==> src/rtl/dqseq_pkg.sv <==
package dqseq_pkg;
  typedef enum logic {
    OWN_Q1 = 1'b0,
    OWN_Q2 = 1'b1
  } owner_e;

  typedef struct packed {
    logic fin;
    logic halt;
  } cmd_flags_t;
endpackage

==> src/rtl/dqseq_cmd_table.sv <==
module dqseq_cmd_table
  import dqseq_pkg::*;
#(
  parameter int AW = 6
) (
  input  logic          clk,
  input  logic          we,
  input  logic [AW-1:0] waddr,
  input  cmd_flags_t    wdata,
  input  logic          re,
  input  logic [AW-1:0] raddr,
  output cmd_flags_t    rdata
);
  localparam int DEPTH = 1 << AW;

  cmd_flags_t mem [DEPTH];

  always_ff @(posedge clk) begin
    if (we) mem[waddr] <= wdata;
    if (re) rdata <= mem[raddr];
  end
endmodule

==> src/rtl/dqseq_bound.sv <==
module dqseq_bound #(
  parameter int AW = 6,
  parameter int BW = 7
) (
  input  logic [BW-1:0] bound,
  output logic          q1_none,
  output logic          q2_none,
  output logic [AW-1:0] q1_last,
  output logic [AW-1:0] q2_first
);
  localparam int DEPTH = 1 << AW;

  always_comb begin
    q1_none  = (bound == '0);
    q2_none  = (bound >= BW'(DEPTH));
    q2_first = bound[AW-1:0];
    q1_last  = q2_none ? {AW{1'b1}} : (bound[AW-1:0] - 1'b1);
  end
endmodule

==> src/rtl/dqseq_top.sv <==
module dqseq_top
  import dqseq_pkg::*;
#(
  parameter int AW = 6,
  parameter int BW = 7
) (
  input  logic          clk,
  input  logic          rst,
  input  logic          tbl_we,
  input  logic [AW-1:0] tbl_addr,
  input  logic          tbl_pause,
  input  logic          tbl_end,
  input  logic          trig1,
  input  logic          trig2,
  input  logic [BW-1:0] bound,
  input  logic          resume_cont,
  input  logic          conv_done,
  output logic          start,
  output logic [AW-1:0] idx,
  output logic          pause1,
  output logic          cmpl1,
  output logic          pause2,
  output logic          cmpl2
);
  localparam logic [AW-1:0] LAST = {AW{1'b1}};

  logic          q1_none, q2_none;
  logic [AW-1:0] q1_last, q2_first;
  logic          q1_act, q2_act, busy, fresh2;
  owner_e        own;
  logic [AW-1:0] ptr1, ptr2, sub2, idx_q, nxt_idx, issue_idx;
  logic          start_q, p1_q, c1_q, p2_q, c2_q;
  logic          t1_ok, t2_ok, preempt, done_ev, fin, halt, issue, at_last;
  cmd_flags_t    rd_flags, wr_flags;

  dqseq_bound #(.AW(AW), .BW(BW)) u_bound (
    .bound(bound), .q1_none(q1_none), .q2_none(q2_none),
    .q1_last(q1_last), .q2_first(q2_first)
  );

  assign wr_flags = '{fin: tbl_end, halt: tbl_pause};

  dqseq_cmd_table #(.AW(AW)) u_table (
    .clk(clk), .we(tbl_we), .waddr(tbl_addr), .wdata(wr_flags),
    .re(issue), .raddr(issue_idx), .rdata(rd_flags)
  );

  always_comb begin
    t1_ok     = trig1 && !q1_act && !q1_none;
    t2_ok     = trig2 && !q2_act && !q2_none;
    preempt   = t1_ok && busy && (own == OWN_Q2);
    done_ev   = busy && conv_done && !preempt;
    at_last   = (own == OWN_Q1) ? (idx_q == q1_last) : (idx_q == LAST);
    fin       = done_ev && (rd_flags.fin || at_last);
    halt      = done_ev && !fin && rd_flags.halt;
    issue     = !busy && (q1_act || q2_act);
    issue_idx = q1_act ? ptr1 : ptr2;
    nxt_idx   = idx_q + 1'b1;
  end

  always_ff @(posedge clk) begin
    if (rst) begin
      q1_act <= 1'b0; q2_act <= 1'b0; busy <= 1'b0; fresh2 <= 1'b1;
      own <= OWN_Q1; ptr1 <= '0; ptr2 <= '0; sub2 <= '0; idx_q <= '0;
      start_q <= 1'b0; p1_q <= 1'b0; c1_q <= 1'b0; p2_q <= 1'b0; c2_q <= 1'b0;
    end else begin
      start_q <= 1'b0;
      p1_q <= 1'b0; c1_q <= 1'b0; p2_q <= 1'b0; c2_q <= 1'b0;
      if (issue) begin
        start_q <= 1'b1;
        idx_q   <= issue_idx;
        busy    <= 1'b1;
        own     <= q1_act ? OWN_Q1 : OWN_Q2;
      end
      if (t1_ok) q1_act <= 1'b1;
      if (t2_ok) begin
        q2_act <= 1'b1;
        if (fresh2) begin
          ptr2 <= q2_first;
          sub2 <= q2_first;
        end
      end
      if (preempt) begin
        busy <= 1'b0;
        ptr2 <= resume_cont ? idx_q : sub2;
      end
      if (done_ev) begin
        busy <= 1'b0;
        if (own == OWN_Q1) begin
          if (fin) begin
            c1_q <= 1'b1; ptr1 <= '0; q1_act <= 1'b0;
          end else if (halt) begin
            p1_q <= 1'b1; ptr1 <= nxt_idx; q1_act <= 1'b0;
          end else begin
            ptr1 <= nxt_idx;
          end
        end else begin
          if (fin) begin
            c2_q <= 1'b1; ptr2 <= q2_first; sub2 <= q2_first;
            fresh2 <= 1'b1; q2_act <= 1'b0;
          end else if (halt) begin
            p2_q <= 1'b1; ptr2 <= nxt_idx; sub2 <= nxt_idx;
            fresh2 <= 1'b0; q2_act <= 1'b0;
          end else begin
            ptr2 <= nxt_idx;
          end
        end
      end
    end
  end

  assign start  = start_q;
  assign idx    = idx_q;
  assign pause1 = p1_q;
  assign cmpl1  = c1_q;
  assign pause2 = p2_q;
  assign cmpl2  = c2_q;

  // a start strobe is never held for two cycles
  p_one_start_r4: assert property (@(posedge clk) disable iff (rst)
    start_q |=> !start_q);

  // queue 1 starts stay below the boundary
  p_q1_span_r1: assert property (@(posedge clk) disable iff (rst)
    (start_q && own == OWN_Q1) |-> (!q1_none && idx_q <= q1_last));

  // queue 2 starts stay at or above the boundary, never when empty
  p_q2_span_r1: assert property (@(posedge clk) disable iff (rst)
    (start_q && own == OWN_Q2) |-> (!q2_none && idx_q >= q2_first));

  // after a queue 2 pause nothing is outstanding and queue 2 is halted
  p_pause_halts_r6: assert property (@(posedge clk) disable iff (rst)
    p2_q |-> (!busy && !q2_act));

  // a queue 1 stop hands over to a suspended queue 2 at once
  p_handover_r12: assert property (@(posedge clk) disable iff (rst)
    ((p1_q || c1_q) && q2_act) |=> (start_q && own == OWN_Q2));
endmodule

==> config.mk <==
export PLATFORM = sky130hd
export DESIGN_NAME = dqseq_top
export DESIGN_NICKNAME = d
export VERILOG_FILES = /design/src/rtl/dqseq_pkg.sv /design/src/rtl/dqseq_cmd_table.sv /design/src/rtl/dqseq_bound.sv /design/src/rtl/dqseq_top.sv
export SDC_FILE = /design/constraint.sdc
export NUM_CORES = 1
export LEC_CHECK = 0
export ABC_AREA = 1
export BUFFER_PORTS_ARGS = -buffer_cell sky130_fd_sc_hd__buf_4
export CORE_AREA = 2 2 122 124
export CTS_CLUSTER_SIZE = 16
export DETAILED_ROUTE_END_ITERATION = 8
export DIE_AREA = 0 0 124 126
export MAX_ROUTING_LAYER = met4
export PLACE_DENSITY = 0.76
export SYNTH_ARGS = -nofsm -noshare
export SYNTH_HDL_FRONTEND = slang
export SYNTH_SLANG_ARGS = --single-unit
==> constraint.sdc <==
create_clock -name clk -period 3.6 [get_ports clk]
set_input_delay 0.54 -clock clk [delete_from_list [all_inputs] [get_ports clk]]
set_output_delay 0.54 -clock clk [all_outputs]
set_load 0.02 [all_outputs]
-- Yosys cells after proc, flatten, opt, wreduce, memory -nomap -nowiden
Memory sizes are Yosys's and may differ from the RTL's. A register that Yosys moved wholly into a read port is not among the register bits.
Cells that the tools add are included.
- bits in writable memories: 128
- flip-flop bits (word level): 34
- output and inout port bits: 11
- logic and storage cells: 86
- memories: 1
- memories (name ; words ; width ; rd ports ; clocked after Yosys merged registers in ; wr ports ; line ; text):
    u_table.mem ; 64 ; 2 ; 1 ; 1 ; 1 ; dqseq_cmd_table.sv:16 ; cmd_flags_t mem [DEPTH];
- muxes and demuxes: 36
- bitwise operators: 2
- $add $sub $neg: 2
- order comparisons: 1
- reductions and logical operators: 28
- eq/ne operators: 2
- operators with widths (kind ; number):
    $mux 6 ; 16
    $mux 1 ; 20
    $logic_and 1x1->1 ; 12
    $reduce_or 3->1 ; 3
    $ge 7x7->1 const B ; 1
    $logic_not 1->1 ; 7
    $logic_not 7->1 ; 1
    $add 6x1->6 const B ; 1
    $eq 6x6->1 ; 1
    $eq 6x6->1 const B ; 1
    $sub 6x1->6 const B ; 1
    $reduce_and 3->1 ; 1
    $logic_or 1x1->1 ; 2
    $not 1->1 ; 2
    $reduce_and 2->1 ; 1
    $reduce_bool 2->1 ; 1

-- Longest topological paths before layout
Gate-level depths: netlist of the first run.
- depth in word-level cells: 15
- gate-level depth with buffers: 16
- gate-level depth less buffers: 16

-- Modules after synthesis
A second synthesis of the first run with hierarchy kept.
- cell total of the unflattened synthesis: 838
- area total of the unflattened synthesis: 7706.1 um2
- modules (own cells, without submodules) (module ; cells each ; area an instance (um2) ; seq. area each (um2) ; times used):
    dqseq_cmd_table ; 520 ; 5634.2 ; 3903.7 ; 1
    dqseq_top ; 282 ; 1875.5 ; 680.7 ; 1
    dqseq_bound ; 36 ; 196.4 ; 0.0 ; 1

-- Worst setup path before layout of the first run
OpenSTA, ideal clock, no wires.
- path type: input port to flip-flop
- start point: in bound[0]
- end point: reg sub2[0]
- stages: 14
- library setup time: 122 ps
- setup slack: 1580 ps
- data required time: 3478 ps
- arrival: 1898 ps
- buffers on the path: 1
- cells stage by stage: inv_1 > ha_1 > nand2_1 > nand2_1 > nand2_1 > nor2_1 > nand2_1 > nor2_2 > nand3_4 > nand2_4 > nand2_4 > buf_8 > nand3_2 > a21oi_2
- cells in the longest elaborated chain, start to end: 15
- RTL lines (item ; line ; text):
    start: declaration ; dqseq_top.sv:15 ; input logic [BW-1:0] bound,
    parallel branches: the longest is 14 deep, another holds $sub 6x1->6 ; - ;
    $mux 6 (*) ; dqseq_top.sv:87 ; if (done_ev) begin
    end signal: assignment ; dqseq_top.sv:80 ; sub2 <= q2_first;
    end: declaration ; dqseq_top.sv:31 ; logic [AW-1:0] ptr1, ptr2, sub2, idx_q, nxt_idx, issue_idx;
Every way passes the cells marked *.
A chain may end at the register's enable or synchronous reset.

-- Worst setup path after layout of the first run
- start point: reg q1_act
- end point: reg, netlist name u_table.rdata[1]
- cells in the longest elaborated chain, start to end: 2
- RTL lines (item ; line ; text):
    start: declaration ; dqseq_top.sv:29 ; logic q1_act, q2_act, busy, fresh2;
    start signal: assignment ; dqseq_top.sv:63 ; q1_act <= 1'b0; q2_act <= 1'b0; busy <= 1'b0; fresh2 <= 1'b1;
    start signal: assignment ; dqseq_top.sv:75 ; if (t1_ok) q1_act <= 1'b1;
    start signal: assignment ; dqseq_top.sv:91 ; c1_q <= 1'b1; ptr1 <= '0; q1_act <= 1'b0;
    $logic_or 1x1->1 ; dqseq_top.sv:56 ; issue = !busy && (q1_act || q2_act);
    $logic_and 1x1->1 ; dqseq_top.sv:56 ;
Several ways; a longest one is shown, not always the timed one.

==> results of run 1 <==
[report_power, final]
part	internal, mW	total [mW]	switching [mW]
clock	1.12	1.82	0.702
sequential	2.09	2.13	0.0363
combinational	0.185	0.594	0.409
[flip-flops by register name, indices dropped and copies added (netlist names), 2 cells and up]
register / flops
u_table.mem: 128
idx: 6
ptr1: 6
ptr2: 6
sub2: 6
u_table.rdata: 2
[worst min-delay path by stage]
stage,start,endpoint,cells after the start
2_1_floorplan,fresh2,fresh2,2
3_3_place_gp,fresh2,fresh2,2
3_5_place_dp,fresh2,fresh2,2
4_1_cts,rst,cmpl1,2
5_1_grt,rst,cmpl1,2
6_report,rst,cmpl1,2
[through the flow]
step / cell area [um2] / setup slack [ps] / utilization, % / std cells / power [mW]
finish: 8650 / 831 / 60.5 / 1004 / 4.54
global route: 8650 / 648 / 60.5 / 1004 / 4.71
detailed placement: 8050 / 860 / 56.2 / 972 / 2.75
global placement: 8050 / 958 / 56.2 / 972 / 2.74
floorplan: 7660 / 1580 / - / 784 / 2.55
CTS: 8650 / 839 / 60.5 / 1004 / 4.56
[cell type report]
cell class / count / area [um2] / share of cell area (%)
Timing Repair Buffer: 40 / 313 / 3.61
Sequential cell: 164 / 4580 / 53.0
Tap cell: 184 / 230 / 2.66
Clock inverter: 6 / 60.1 / 0.694
Inverter: 56 / 210 / 2.43
Multi-Input combinational cell: 528 / 2710 / 31.3
Clock buffer: 26 / 548 / 6.33
[cell families (layout without fill, tap and decap cells)]
logic type | count (synthesis) | count (layout) | share of synthesized area, %
and+or+nand+nor | 360 | 360 | 21.7
DFF | 164 | 164 | 59.8
xor gates and xnor gates | 4 | 4 | 0.457
adders and majority gates | 3 | 3 | 0.490
buffers and inverters | 92 | 128 | 4.95
AOI/OAI and AO/OA | 161 | 161 | 12.6
[routing by layer]
layer  part of all wire [%]  GRT usage (%)
met4                    2.3           10.1
met2                     51           42.3
met5                      0              -
met1                     40           31.7
met3                    6.8           4.44
[cell usage in the layout (no fill, tap or decap), types with 8 or more instances in the layout]
cell       netlist  routed
a21oi_1         29      29
buf_4            1      39
clkbuf_16        0      20
dfxtp_1         34      34
edfxtp_1       130     130
inv_1           53      53
nand2_1        117     117
nand3_1         57      57
nand3_2          8       8
nand4_1         20      20
nor2_1         115     115
nor4_1           8       8
o211ai_1        52      52
o21ai_0         70      70
or2_2           21      21
==> flow_summary.ini, run 1 <==
[pwr]
power.leakage_nw = 3.13
powerDensity_nw_per_um2 = 525
peakVddDrop_uv = 382

[floorplan]
initial_utilization_pct = 53.5
die_w_um = 124
rows = 44
core_um2 = 14300
io_pins = 33
dieArea_um2 = 15600
fp.dieH_um = 126

[clock_network]
hold_buffers = 0
htreeDepth = 4
cts.sinks = 164
clk_pin_slew_ps = 60
numCtsBuffers = 17
clk_latency_ps = 420
cts-root-buf = clkbuf_16
cts_resized = 0
cts_setup_buffers = 0
cts_tree = yes
clockBufferDepth = 2

[logic_synthesis]
synth_cell_types = 35
ys_seq_area_share_pct = 59.8
synth_top_area_share_pct = 51.0
synthesis.nets = 809
synth_edf_count = 130
async_reset_ff_share_pct = 0
synth.most_common_cell = edfxtp_1
yosys_most_used_dff = edfxtp_1
synth_seq_cells = 164
synth_warnings = 0
yosys.area.top_type = edfxtp_1
synth_cells = 784
synth.top_cells.by_count = edfxtp_1 (130), nand2_1 (117), nor2_1 (115)
synth_area_per_cell_um2 = 9.77
synth_area_leaders = edfxtp_1 (51%), dfxtp_1 (8.9%), nand2_1 (5.7%)
netlist_area_um2 = 7660

[setup_path]
worstSetupPathType = register to register
crit_path_end = u_table.rdata[1]
r2r_slack_ps = 830
worstPathArrival_ps = 2940
r2r-end = u_table.rdata[1]
r2r_start = q1_act
rr_worst_depth = 11
start_kind = register
end_kind = register
critPathBufInv = 3
cp-startpoint = q1_act
timing.critical_path.required_ps = 3770
cp_max_fo = 29
crit_family = simple AND/OR/NAND/NOR gates
max_stage_delay_ps = 620
crit_top_cell = nand3_1
cp.depth = 11
slowest_stage = dfxtp_1
crit_chain = inv_1 > or2_1 > o21ai_2 > inv_1 > buf_4 > o211ai_1 > o211ai_1 > nand3_1 > nand3_1 > nand3_1 > nand2_1

[place]
io_buffers = 32
place_congestion = 0.970
dp_hpwl_um = 12000

[sta]
slew_headroom_pct = 48.5
skew_ps = 13.4
hold_viol = 0
setup_violations = 0
worstMarginPinSlew_ps = 769
finalCriticalPeriod_ps = 2770
maxSlewViolCount = 0
fmax_mhz = 361
tns_ps = 0
finalCritPeriodShare_pct = 76.9
fin_hold_ws_ps = 335
rsz0062_at_grt = no

[job]
maxCapViolCount = 0

[run_status]
status = completed

[routing]
avgRoutedWirePerCell_um = 18.6
drt_iter0_markers = 602
ant_nets = 0
wl_um = 18700
routed-via-count = 5957
drcViolationCount = 0
routed_via_density = 5.93
firstDrtPassIters = 5

[global_routing]
grt_pass1_vias = 5798
grt_util_all_layers_pct = 25.8
grt_max_degree = 65
antenna_found_initial = 0
grt_pass1_wl_um = 29500
overflow = 0

[cells_and_area]
nNetsFinal = 832
n_antenna_cell = 0
drive_gt1_share_pct = 14.4
num-fill-cells = 1201
syn2layout_area_growth_pct = 13.0

[min_path]
min_path_type = primary input to register
Note: power is estimated with default switching activity, not from simulation.
==> inputs of run 2 (changes only) <==
- clock period: 3.6 -> 2.86 ns (I/O delays scaled with it)
==> flow_summary.ini, run 2 (synthesized netlist as in run 1, its figures left out) <==
[global_routing]
antenna_found_initial = 0
overflow = 0
grt_max_degree = 65
grt_pass1_vias = 5738
top_usage_layer = met2
met1_usage_pct = 31.8
gr-usage-met2_pct = 41.9
grt_util_all_layers_pct = 26.3
grt_pass1_wl_um = 29600
use_met3_pct = 5.07

[sta]
rsz0062_at_grt = no
finalCriticalPeriod_ps = 2270
tns_ps = 0
hold_viol = 0
slew_headroom_pct = 47.0
skew_ps = 8.61
finalCritPeriodShare_pct = 79.2
setup_violations = 0
worstMarginPinSlew_ps = 791
maxSlewViolCount = 0
fmax_mhz = 441

[clock_network]
clockBufferDepth = 2
cts_tree = yes
cts_setup_buffers = 0
hold_buffers = 0
cts_resized = 0
cts-root-buf = clkbuf_16
clk_latency_ps = 430
htreeDepth = 4
numCtsBuffers = 17
clk_pin_slew_ps = 60
cts.sinks = 164

[cells_and_area]
nNetsFinal = 841
regMostFlops = u_table.mem
drive_gt1_share_pct = 14.5
final_common_cell = edfxtp_1
final_cell_mix = edfxtp_1 (130), nand2_1 (117), nor2_1 (115), o21ai_0 (70), nand3_1 (57)
fin_area_um2 = 8640
largest_reg_flops = 128
n_antenna_cell = 0
syn2layout_area_growth_pct = 12.8

[floorplan]
die_w_um = 124
core_um2 = 14300
io_pins = 33
initial_utilization_pct = 53.5
dieArea_um2 = 15600
rows = 44
fp.dieH_um = 126

[setup_path]
rr_worst_depth = 12
slowest_stage = dfxtp_1
crit_top_cell = nand3_1
r2r-end = u_table.rdata[0]
crit_path_end = u_table.rdata[0]
max_stage_delay_ps = 340
crit_chain = inv_1 > or2_1 > o21ai_2 > inv_1 > buf_4 > nor2_1 > o21ai_0 > nand3_1 > nand3_1 > nand3_1 > nand3_1 > nand2_1
r2r_start = q1_act
worstSetupPathType = register to register
cp-startpoint = q1_act
start_kind = register
timing.critical_path.required_ps = 3040
end_kind = register
r2r_slack_ps = 590
worstPathArrival_ps = 2450
cp_max_fo = 19

[pwr]
powerDensity_nw_per_um2 = 636
power.leakage_nw = 3.11
peakVddDrop_uv = 387

[routing]
wl_um = 18800
avgRoutedWirePerCell_um = 18.6
routed-via-count = 5876
ant_nets = 0
drt_iter0_markers = 547
firstDrtPassIters = 5
routed_via_density = 5.81
drcViolationCount = 0

[place]
dp_hpwl_um = 12800
place_congestion = 0.966
placed_cell_area_um2 = 8110
io_buffers = 32

[run_status]
status = completed

[job]
maxCapViolCount = 0

[min_path]
min_path_type = primary input to register
==> run 2: layout make-up <==
type / count / area, um2
sequential: 164 / 4580
clock inverter: 8 / 81.3
timing repair buffer: 49 / 380
fill: 1193 / 5670
multi-input combinational: 528 / 2710
inverter: 56 / 210
clock buffer: 22 / 444
tap: 184 / 230
==> run 2: how the worst min path moves through the flow <==
stage,startpoint,end,slack (ps),depth (start not counted)
global placement,fresh2,fresh2,450,2
global route,rst,cmpl1,210,2
CTS,rst,cmpl1,200,2
finish,rst,cmpl1,210,2
detailed placement,fresh2,fresh2,440,2
floorplan,fresh2,fresh2,430,2
==> run 2: metrics by stage <==
step                hold slack, ps  std cells  util [%]  power, mW  setup slack [ps]
floorplan                      428        784         -       3.21               951
global placement               446        981      56.7       3.47               563
detailed placement             445        981      56.7       3.48               529
CTS                            199       1011      60.4       5.50               581
global route                   210       1011      60.4       5.69               367
finish                         210       1011      60.4       5.49               594
==> run 2: report_power, final <==
| group | internal, mW | switching, mW |
|---|---|---|
| Combinational | 0.245 | 0.526 |
| Clock | 1.19 | 0.865 |
| Sequential | 2.63 | 0.0385 |
| Total | 4.06 | 1.43 |
==> run 2: layer usage <==
metal  share of wire (%)  up-vias
met5                   0        -
met4                 4.1        0
met3                 5.9       58
met2                  50      215
met1                  40     2768
li1                    -     2835
==> run 2: worst max-delay path: cells and delay by family (launching register included) <==
kind / cells / cell delay (ps)
AND/OR/NAND/NOR: 7 / 740
buffers and inverters: 3 / 800
flip-flops: 1 / 340
AO/OA/AOI/OAI: 2 / 130
==> inputs of run 3 (changes only) <==
- PLACE_DENSITY: 0.76 -> 0.79
- clock period: 2.86 -> 1.99 ns (I/O delays scaled with it)
==> flow_summary.ini, run 3 (synthesized netlist as in run 1, its figures left out) <==
[run_status]
status = finished with violations
violations = setup timing

[cells_and_area]
nNetsFinal = 890
drive_gt1_share_pct = 21.9
final_cell_mix = edfxtp_1 (130), nor2_1 (115), nand2_1 (113), buf_4 (79), o21ai_0 (68)
num-fill-cells = 1087
largest_reg_flops = 128
final_cells = 1062
multiInputGateArea_um2 = 2770
regArea_um2 = 4590
syn2layout_area_growth_pct = 21.2
final_common_cell = edfxtp_1
regMostFlops = u_table.mem
n_antenna_cell = 0
fin_area_um2 = 9290

[floorplan]
io_pins = 33
die_w_um = 124
initial_utilization_pct = 53.5
core_um2 = 14300
fp.dieH_um = 126
dieArea_um2 = 15600
rows = 44

[routing]
ant_nets = 0
drt_iter0_markers = 740
avgRoutedWirePerCell_um = 18.5
wl_um = 19700
routed-via-count = 6280
firstDrtPassIters = 6
routed_via_density = 5.91
drcViolationCount = 0

[setup_path]
start_kind = register
worstSetupPathType = register to register
end_kind = register
cp_max_fo = 8
worstPathArrival_ps = 2270
timing.critical_path.required_ps = 2160

[place]
dp_hpwl_um = 12100
io_buffers = 32
dp_cells = 1019
placed_cell_area_um2 = 8460
place_congestion = 0.900

[clock_network]
hold_buffers = 0
cts_tree = yes
clk_pin_slew_ps = 60
htreeDepth = 4
cts.sinks = 164
cts-root-buf = clkbuf_16
clk_latency_ps = 430
numCtsBuffers = 17
clockBufferDepth = 2

[global_routing]
antenna_found_initial = 0
grt_pass1_wl_um = 29100
grt_util_all_layers_pct = 25.4
grt_max_degree = 65
overflow = 0
grt_pass1_vias = 5806

[sta]
setup_ws_ps = -109
fmax_mhz = 476
finalCriticalPeriod_ps = 2100
rsz0062_at_grt = yes
hold_viol = 0
fin_hold_ws_ps = 78.7
skew_ps = 13.1
worstMarginPinSlew_ps = 800
tns_ps = -109
slew_headroom_pct = 46.1
finalCritPeriodShare_pct = 105
setup_violations = 1
maxSlewViolCount = 0

[min_path]
min_path_type = primary input to register

[pwr]
p_clk_share_pct = 36.7
p_seq_share_pct = 46.7
power.leakage_nw = 3.43
powerDensity_nw_per_um2 = 884
power_frac_comb_pct = 16.5
switching_share_pct = 26.8
p_switching_mw = 2.20
p_int_mw = 6.00
peakVddDrop_uv = 687

[job]
maxCapViolCount = 0
run 3: final timing paths:
kind          start                to  slack [ps]  cells past startpoint
max          q1_act  u_table.rdata[0]        -110                     13
min             rst             cmpl1          80                      2
max reg2reg  q1_act  u_table.rdata[0]        -110                     13
min reg2reg  fresh2            fresh2         500                      2
run 3: final cells by class:
cell class                 count  share of cell area [%]
multi-input combinational    528                    29.9
tap                          184                    2.48
clock buffer                  18                    4.62
timing repair buffer          98                    10.1
clock inverter                14                    1.21
inverter                      56                    2.32
sequential                   164                    49.4
run 3: power groups by stage:
stage | Combinational (mW) | Sequential (mW) | Clock (mW)
2_1_floorplan | 0.700 | 3.91 | 0
3_3_place_gp | 1.17 | 3.90 | 0
3_5_place_dp | 1.19 | 3.90 | 0
4_1_cts | 1.21 | 3.83 | 3.02
5_1_grt | 1.48 | 3.84 | 3.14
6_report | 1.36 | 3.84 | 3.01
run 3: what timing repair did:
action | 4_1_cts | 5_1_grt
resized for setup | 3 | 32
pin swaps | 0 | 21
cloned | 0 | 6
setup endpoints to repair | 2 | 3
buffers inserted | 2 | 3
run 3: routing by layer:
layer	share of wire, %	GRT usage [%]	vias to the layer above
met2	49	39.7	343
met1	40	31.2	2959
met3	8.4	5.34	43
met4	2.7	12.4	0
li1	-	-	2935
met5	0	-	-
run 3: worst max-delay path: stages (launching register included):
cell	delay, ps
dfxtp_4	370
buf_8	140
nand2_4	70
o21ai_4	60
buf_12	150
buf_6	130
nand2_1	50
nand2_1	70
nand2_1	70
o21ai_0	90
o211ai_1	310
nand3_1	150
nand3_2	120
nand2_2	60
run 3: metrics by stage:
stage	power, mW	utilization (%)	setup WS (ps)
finish	8.21	64.9	-109
floorplan	4.61	-	194
global placement	5.08	59.1	-43.8
detailed placement	5.10	59.1	-67.3
global route	8.46	64.9	-173
CTS	8.06	63.1	11.6
